`config.mk`:
```
export PLATFORM = sky130hd
export DESIGN_NAME = dac_latch_ctrl
export DESIGN_NICKNAME = d
export VERILOG_FILES = /design/src/rtl/dac_latch_pkg.sv /design/src/rtl/dac_latch_sync.sv /design/src/rtl/dac_prog_timer.sv /design/src/rtl/dac_latch_ctrl.sv
export SDC_FILE = /design/constraint.sdc
export NUM_CORES = 1
export LEC_CHECK = 0
export BUFFER_PORTS_ARGS = -buffer_cell sky130_fd_sc_hd__buf_2
export CORE_UTILIZATION = 59
export CTS_CLUSTER_DIAMETER = 150
export DETAILED_ROUTE_END_ITERATION = 16
export PLACE_DENSITY = 0.8
export RECOVER_POWER = 25
export SLEW_MARGIN = 20
export SYNTH_ARGS = -nofsm -noshare
export SYNTH_HDL_FRONTEND = slang
export SYNTH_SLANG_ARGS = --single-unit
```
`constraint.sdc`:
```
create_clock -name clk -period 2.4 [get_ports clk]
set_input_delay 0.48 -clock clk [delete_from_list [all_inputs] [get_ports clk]]
set_output_delay 0.48 -clock clk [all_outputs]
set_load 0.01 [all_outputs]
```
`src/rtl/dac_latch_pkg.sv`:
```
package dac_latch_pkg;
    localparam int CODE_W = 12;

    typedef struct packed {
        logic [1:0]        pd;
        logic              gain;
        logic              vsel;
        logic [CODE_W-1:0] code;
    } chan_t;

    localparam int WORD_W = $bits(chan_t);
endpackage

```
`src/rtl/dac_latch_sync.sv`:
```
module dac_latch_sync #(
    parameter int STAGES = 2
) (
    input  logic clk,
    input  logic rst_n,
    input  logic pin_n,
    output logic low
);
    logic [STAGES-1:0] sh_d, sh_q;

    generate
        if (STAGES == 1) begin : g_one
            always_comb sh_d = pin_n;
        end else begin : g_many
            always_comb sh_d = {sh_q[STAGES-2:0], pin_n};
        end
    endgenerate

    always_ff @(posedge clk) begin
        if (!rst_n) sh_q <= '1;
        else        sh_q <= sh_d;
    end

    assign low = !sh_q[STAGES-1];
endmodule

```
`src/rtl/dac_prog_timer.sv`:
```
module dac_prog_timer #(
    parameter int CYCLES = 20
) (
    input  logic clk,
    input  logic rst_n,
    input  logic start,
    output logic busy
);
    localparam int CNT_W = $clog2(CYCLES + 1);

    logic [CNT_W-1:0] cnt_d, cnt_q;

    always_comb begin
        cnt_d = cnt_q;
        if (start)             cnt_d = CNT_W'(CYCLES);
        else if (cnt_q != '0)  cnt_d = cnt_q - CNT_W'(1);
    end

    always_ff @(posedge clk) begin
        if (!rst_n) cnt_q <= '0;
        else        cnt_q <= cnt_d;
    end

    assign busy = (cnt_q != '0);
endmodule

```
`src/rtl/dac_latch_ctrl.sv`:
```
module dac_latch_ctrl
    import dac_latch_pkg::*;
#(
    parameter int NUM_CH      = 4,
    parameter int PROG_CYCLES = 20,
    parameter int SYNC_STAGES = 2
) (
    input  logic                                        clk,
    input  logic                                        rst_n,
    input  logic                                        wr_valid,
    input  logic [((NUM_CH > 1) ? $clog2(NUM_CH) : 1)-1:0] wr_ch,
    input  logic [WORD_W-1:0]                           wr_word,
    input  logic                                        wr_hold,
    input  logic                                        wr_persist,
    input  logic                                        latch_n,
    input  logic                                        gc_reset,
    input  logic                                        gc_wakeup,
    input  logic                                        gc_update,
    output logic [NUM_CH*WORD_W-1:0]                    out_words,
    output logic                                        ready
);
    typedef struct packed {
        chan_t [NUM_CH-1:0] inr;
        chan_t [NUM_CH-1:0] outr;
        chan_t [NUM_CH-1:0] shd;
    } state_t;

    state_t st_d, st_q;
    logic   lat_low;
    logic   busy;
    logic   ch_ok;
    logic   persist_go;

    dac_latch_sync #(.STAGES(SYNC_STAGES)) u_sync (
        .clk   (clk),
        .rst_n (rst_n),
        .pin_n (latch_n),
        .low   (lat_low)
    );

    dac_prog_timer #(.CYCLES(PROG_CYCLES)) u_timer (
        .clk   (clk),
        .rst_n (rst_n),
        .start (persist_go),
        .busy  (busy)
    );

    assign ch_ok      = (int'(wr_ch) < NUM_CH);
    assign persist_go = wr_valid && wr_persist && ch_ok && !busy;

    always_comb begin
        st_d = st_q;
        // channel write first
        if (wr_valid && ch_ok) begin
            st_d.inr[wr_ch] = chan_t'(wr_word);
            if (!wr_hold) st_d.outr[wr_ch] = chan_t'(wr_word);
        end
        // global transfer sees this cycle's write
        if (gc_update || lat_low) st_d.outr = st_d.inr;
        // wake-up after the transfer
        if (gc_wakeup) begin
            for (int k = 0; k < NUM_CH; k++) begin
                st_d.inr[k].pd  = '0;
                st_d.outr[k].pd = '0;
            end
        end
        // broadcast reset overrides everything else
        if (gc_reset) begin
            st_d.inr  = st_q.shd;
            st_d.outr = st_q.shd;
        end
        if (persist_go) st_d.shd[wr_ch] = chan_t'(wr_word);
    end

    always_ff @(posedge clk) begin
        if (!rst_n) st_q <= '0;
        else        st_q <= st_d;
    end

    assign out_words = st_q.outr;
    assign ready     = !busy;
endmodule

```
==> results.sh, run 1 <==
export IMPL_status="finished, final reports clean"
export IMPL_dp_hpwl_mm=12.69
export IMPL_cts_buffers=17
export IMPL_clk_path_buf_depth=2
export IMPL_critPathMaxFanout=5
export IMPL_clkSlewWorstSetupHoldPaths_ps=60
export IMPL_place_gp_congestion=0.8017
export IMPL_grt_pass1_wl_mm=34.48
export IMPL_drt_iter0_markers=715
export IMPL_routed_wirelength_mm=21.62
export IMPL_h_tree_depth=4
export IMPL_busiest_layer="met2"
export IMPL_drtAntennaViolNets=0
export IMPL_fin_cells=1176
export IMPL_io_pins=92
export IMPL_viasPerCell=6.134
export IMPL_leakage_nw=3.798
export IMPL_ff_latch_area_sq_um=3984
export IMPL_tightest_slew_ps=1408
export IMPL_grt_use_met3_pct=5.692
export IMPL_wl_per_cell_microns=18.39
export IMPL_ff2ff_setup_slack_ps=220
export IMPL_multi_input_area_sq_um=4129
export IMPL_grt_use_met2_pct=42.55
export IMPL_final_cell_mix="dfxtp_1, a21oi_1, o21ai_0, nand2_1, buf_2"
export IMPL_slowest_delay_ps=500
export IMPL_yosys_warnings=0
export IMPL_vias=7214
export IMPL_syn_num_nets=1036
export IMPL_grt_pass1_vias=6432
export IMPL_fmax_mhz=441.7
export IMPL_cp_top_family="simple AND/OR/NAND/NOR gates"
export IMPL_initial_core_util_pct=61.21
export IMPL_antenna_found_initial=0
export IMPL_yosysSeqAreaShare_pct=44.11
export IMPL_worst_path_buf_inv=3
export IMPL_synth_cell_area_sq_um=9031
export IMPL_cts_sinks=199
export IMPL_final_max_slew_viol_count=0
export IMPL_grt_overflow_total=0
export IMPL_cap_violations=0
export IMPL_finalCritPeriodShare_pct=94.34
export IMPL_die_area_sq_um=15810
export IMPL_required_ps=1920
export IMPL_clockRootBuffer="clkbuf_16"
export IMPL_synthCells=1008
export IMPL_cts_tree="yes"
export IMPL_port_buffers=91
export IMPL_peakVddDrop_mv=0.6412
export IMPL_dieHeight_microns=125.7
export IMPL_die_w_microns=125.7
export IMPL_grt_max_degree=139
export IMPL_final_common_cell="dfxtp_1"
export IMPL_core_area_sq_um=14750
export IMPL_crit_type="flip-flop to primary output"
export IMPL_n_fill_cell=1232
export IMPL_hold_viol=0
export IMPL_drive_gt1_share_pct=12.30
export IMPL_slew_headroom_pct=6.121
export IMPL_worstSetupStartpointType="flip-flop"
export IMPL_fin_skew_ps=7.210
export IMPL_fp_row_count=44
export IMPL_cp_slowest_cell="or4b_4"
export IMPL_setup_tns_ps=0
export IMPL_ys_ff_latch=199
export IMPL_grt_setup_unrepaired="no"
export IMPL_arrival_ps=1780
export IMPL_utilization_pct=65.17
export IMPL_clock_latency_ps=440
export IMPL_end_kind="primary output"
export IMPL_yosysUniqueCellTypes=43
export IMPL_grt_usage_pct=27.47
export IMPL_met1_usage_pct=38.06
export IMPL_final_nets=1008
export IMPL_dp_cells=1143
export IMPL_drcViolationCount=0
export IMPL_syn_to_final_growth_pct=6.470
export IMPL_layout_min_cycle_time_ps=2264
export IMPL_setup_viol=0
export IMPL_cellPowerDensity_nw_per_um2=775.0
export IMPL_syn_area_per_cell_sq_um=8.959
export IMPL_diodes=0
export IMPL_dr_pass1_iters=5
export IMPL_worstPathCellList="inv_1 > ha_1 > or4b_4 > inv_2 > buf_2"
export IMPL_hp_class="input port to flip-flop"
worst reg2reg max path, stage by stage (launching register included):
cell and delay, ps:
dfxtp_1 320, inv_1 80, ha_1 180, or4b_4 500, buf_4 190, nor4_4 290, buf_12 230, mux2i_1 220
nor2b_1 60
path summary, 6_finish.rpt:
check	start	to	cells past startpoint
worst max-delay path	u_timer.cnt_q[0]$_SDFFE_PP0P_	ready	5
worst min-delay path	latch_n	u_sync.sh_q[0]$_SDFF_PN1_	2
worst max register to register	u_timer.cnt_q[0]$_SDFFE_PP0P_	st_q[16]$_SDFFE_PN0P_	8
worst min register to register	u_sync.sh_q[0]$_SDFF_PN1_	u_sync.sh_q[1]$_SDFF_PN1_	1
cell usage after synthesis:
cell type	number	area [sq um]
nor2b_1	50	312.8
buf_1	6	22.52
a211oi_1	1	7.510
and3b_1	2	17.52
or4b_4	1	13.76
xor2_1	1	8.760
buf_4	74	555.5
a21boi_0	7	52.55
a22o_1	56	490.5
xnor2_1	1	8.760
a211o_1	14	122.6
a221o_1	4	40.04
ha_1	1	12.51
nor4_4	3	63.81
nand2b_1	3	18.77
nand2_1	93	349.1
nor4b_1	1	8.760
and4_1	14	122.6
a21oi_1	106	530.5
dfxtp_1	199	3984
and2_1	7	43.79
nand3_1	11	55.05
a221oi_1	2	17.52
nor3_1	2	10.01
nand4_1	1	6.260
nor3b_1	1	7.510
nor2_1	20	75.07
o211a_1	14	140.1
buf_6	3	33.78
buf_2	2	10.01
mux2i_1	52	520.5
and3_1	2	12.51
a21boi_1	10	75.07
or3b_2	1	8.760
nand4_2	1	12.51
a22oi_1	42	315.3
clkbuf_1	76	285.3
nand3b_1	3	22.52
inv_1	7	26.28
a311oi_1	4	35.03
o21a_1	2	15.01
a32o_1	4	40.04
o21ai_0	104	520.5
timing repair:
| action | 4_1_cts | 5_1_grt |
|---|---|---|
| resized for setup | 1 | 0 |
| setup endpoints to repair | 1 | 1 |
| hold buffers | 0 | 0 |
| setup buffers | 0 | 2 |
power by group:
part,leakage (nW),switching (W),internal [W]
clock network,0.282,0.00121,0.00164
registers,1.62,0.0000991,0.00348
logic,1.89,0.000623,0.000400
sequential cells by signal, indices dropped and copies added (netlist names):
signal	cells
st_q	128
u_sync.sh_q	2
out_words	64
u_timer.cnt_q	5
area by class of cell:
class / instances / share of cell area (%)
Sequential cell: 199 / 41.43
Clock buffer: 24 / 5.114
Clock inverter: 7 / 0.9759
Tap cell: 184 / 2.394
Timing Repair Buffer: 114 / 6.871
Multi-Input combinational cell: 641 / 42.94
Inverter: 7 / 0.2733
cells by family (layout without fill, tap and decap cells):
group	Yosys count	after routing	synth area share (%)
buf+inv	168	152	10.34
compound gates	370	370	26.60
mux	52	52	5.763
fa+ha+maj	1	1	0.1385
xor+xnor	2	2	0.1940
simple gates	216	216	12.86
flops	199	199	44.11
routing by layer:
layer	up-vias	routed length, microns
met2	267	9758
met3	34	1336
met5	-	0
met4	0	443
met1	3434	10080
li1	3479	-
metrics by stage:
stage          power [W]  instance area, sq um  hold slack, ps  setup WS, ps
3_3_place_gp    0.004600                  9055           393.3         153.0
2_1_floorplan   0.004432                  9031           386.3         226.4
4_1_cts         0.007439                  9641           212.0         34.45
6_report        0.007452                  9615           220.8         135.8
5_1_grt         0.007735                  9615           214.9         36.06
3_5_place_dp    0.004623                  9055           396.1         80.56
No activity file was read; power rests on OpenSTA's default activity.
==> run 2: changes to the inputs <==
--- a/config.mk
+++ b/config.mk
@@ -5,8 +5,9 @@
 export SDC_FILE = /design/constraint.sdc
 export NUM_CORES = 1
 export LEC_CHECK = 0
+export ABC_AREA = 1
 export BUFFER_PORTS_ARGS = -buffer_cell sky130_fd_sc_hd__buf_2
-export CORE_UTILIZATION = 59
+export CORE_UTILIZATION = 60
 export CTS_CLUSTER_DIAMETER = 150
 export DETAILED_ROUTE_END_ITERATION = 16
 export PLACE_DENSITY = 0.8
==> results.sh, run 2 <==
export IMPL_status="finished, final reports clean"
export IMPL_ys_ff_latch=199
export IMPL_fin_area_sq_um=10530
export IMPL_synthArstFlopShare_pct=0
export IMPL_fp_row_count=46
export IMPL_r2r_start="u_timer.cnt_q[0]$_SDFFE_PP0P_"
export IMPL_die_w_microns=130.9
export IMPL_final_cell_mix="nand2_1, nand3_1, nor2_1, dfxtp_1, inv_1"
export IMPL_yosysUniqueCellTypes=24
export IMPL_core_area_sq_um=16060
export IMPL_drtAntennaViolNets=0
export IMPL_clkSlewWorstSetupHoldPaths_ps=70
export IMPL_syn_area_per_cell_sq_um=6.477
export IMPL_hold_path_depth=2
export IMPL_worst_path_buf_inv=2
export IMPL_clk_path_buf_depth=2
export IMPL_synthTopCellsByArea="dfxtp_1, nand2_1, nand3_1, nor2_1, buf_4"
export IMPL_reg2reg_depth=8
export IMPL_synth_flop_cell="dfxtp_1"
export IMPL_end_kind="primary output"
export IMPL_vias=9784
export IMPL_synth_cell_area_sq_um=9968
export IMPL_cp_top_family="flip-flops"
export IMPL_clock_latency_ps=440
export IMPL_critPathMaxFanout=4
export IMPL_syn_num_nets=1567
export IMPL_worstPathCellList="inv_1 > ha_1 > nand2_1 > nor2_1 > buf_2"
export IMPL_finalCritPeriodShare_pct=83.73
export IMPL_grt_usage_pct=32.96
export IMPL_ff2ff_setup_slack_ps=520
export IMPL_cp_slowest_cell="dfxtp_1"
export IMPL_slowest_delay_ps=320
export IMPL_hold_viol=0
export IMPL_dr_pass1_iters=5
export IMPL_cts_sinks=199
export IMPL_hold_start="latch_n"
export IMPL_synthMostInstantiatedCell="nand2_1"
export IMPL_dp_hpwl_mm=17.28
export IMPL_final_common_cell="nand2_1"
export IMPL_required_ps=1920
export IMPL_hp_class="input port to flip-flop"
export IMPL_syn_to_final_growth_pct=5.674
export IMPL_ctsHoldBuffers=0
export IMPL_min_to="u_sync.sh_q[0]$_SDFF_PN1_"
export IMPL_cts_buffers=17
export IMPL_place_gp_congestion=0.9714
export IMPL_top_register="st_q"
export IMPL_slew_headroom_pct=32.13
export IMPL_fmax_mhz=497.6
export IMPL_io_pins=92
export IMPL_worstReg2RegEnd="st_q[49]$_SDFFE_PN0P_"
export IMPL_grt_max_degree=124
export IMPL_wl_per_cell_microns=15.77
export IMPL_synth_top_cells_by_count="nand2_1, nand3_1, nor2_1"
export IMPL_synth_top_cell_area_share_pct=39.96
export IMPL_clockRootBuffer="clkbuf_16"
export IMPL_h_tree_depth=4
export IMPL_yosys_warnings=0
export IMPL_initial_core_util_pct=62.08
export IMPL_grt_pass1_wl_mm=43.04
export IMPL_setup_tns_ps=0
export IMPL_final_max_slew_viol_count=0
export IMPL_dpl_cell_area_sq_um=10020
export IMPL_synthCells=1539
export IMPL_die_area_sq_um=17130
export IMPL_startpoint="u_timer.cnt_q[0]$_SDFFE_PP0P_"
export IMPL_leakage_nw=5.348
export IMPL_utilization_pct=65.60
export IMPL_final_nets=1544
export IMPL_antenna_found_initial=1
export IMPL_ctsResizeCount=0
export IMPL_yosysSeqAreaShare_pct=39.96
export IMPL_peakVddDrop_mv=0.5408
export IMPL_port_buffers=91
export IMPL_setup_viol=0
export IMPL_routed_wirelength_mm=27.52
export IMPL_synth_edf_count=0
export IMPL_dieHeight_microns=130.9
export IMPL_tightest_slew_ps=1018
export IMPL_drcViolationCount=0
export IMPL_viasPerCell=5.607
export IMPL_cts_tree="yes"
export IMPL_diodes=0
export IMPL_grt_pass1_vias=8553
export IMPL_postCtsSetupBuffers=0
export IMPL_arrival_ps=1530
export IMPL_drive_gt1_share_pct=7.521
export IMPL_worstSetupStartpointType="flip-flop"
export IMPL_grt_overflow_total=0
export IMPL_power_total_w=0.007720
export IMPL_layout_min_cycle_time_ps=2009
export IMPL_largest_register_ffs=128
export IMPL_drt_iter0_markers=1048
export IMPL_synth_area_leader_cell="dfxtp_1"
export IMPL_grt_setup_unrepaired="no"
export IMPL_fin_skew_ps=6.538
export IMPL_crit_type="flip-flop to primary output"
export IMPL_cellPowerDensity_nw_per_um2=732.9
export IMPL_cap_violations=0
-- run 2: cell types whose count changed in the layout (fill, tap and decap cells not counted), moves of 52 or more --
cell     before  now
nand2_1      93  478
nand3_1      11  253
nor2_1       18  208
o21ai_0     104   17
inv_1         6   82
a22o_1       56    0
mux2i_1      52    0
-- run 2: area by class of cell --
| class | count | area (sq um) |
|---|---|---|
| tap | 216 | 270.3 |
| timing repair buffer | 115 | 618.1 |
| inverter | 86 | 322.8 |
| fill | 1491 | 5524 |
| clock inverter | 13 | 156.4 |
| multi-input combinational | 1097 | 4750 |
| clock buffer | 19 | 432.9 |
| sequential | 199 | 3984 |
-- run 2: routing by layer --
metal / vias to the layer above / share of wire, % / wire length, microns / global-route usage [%]
li1: 4810 / - / - / -
met5: - / 0.036 / 10 / 0
met4: 2 / 4.3 / 1172 / 16.70
met1: 4429 / 42 / 11440 / 43.38
met3: 74 / 9.5 / 2624 / 6.555
met2: 469 / 45 / 12280 / 51.45
-- run 2: kinds of logic after synthesis --
group	Yosys count	synth area share, %
buffers and inverters	243	12.49
and+or+nand+nor	996	42.37
adders and majority gates	1	0.1255
DFF	199	39.96
AOI/OAI and AO/OA	100	5.046
-- run 2: per-stage QoR --
stage / std cells / worst slack (ps) / hold WS (ps)
detailed placement: 1713 / 379.2 / 399.8
floorplan: 1539 / 817.1 / 392.5
CTS: 1745 / 384.9 / 222.1
global route: 1745 / 302.4 / 240.5
global placement: 1713 / 402.4 / 401.5
finish: 1745 / 390.5 / 226.3
-- run 2: worst max-delay path by stage --
stage                                             to  slack [ps]  depth (start not counted)
final                                          ready         390                          5
after global routing                           ready         300                          5
after CTS                                      ready         380                          5
after detailed placement  out_words[43]$_SDFFE_PN0P_         380                          9
after global placement    out_words[13]$_SDFFE_PN0P_         400                          9
after floorplan           out_words[21]$_SDFFE_PN0P_         820                         10
-- run 2: power by group --
group / switching, W / internal, W
Clock: 0.00129 / 0.00163
Combinational: 0.000875 / 0.000373
Sequential: 0.0000814 / 0.00347
Total: 0.00225 / 0.00547
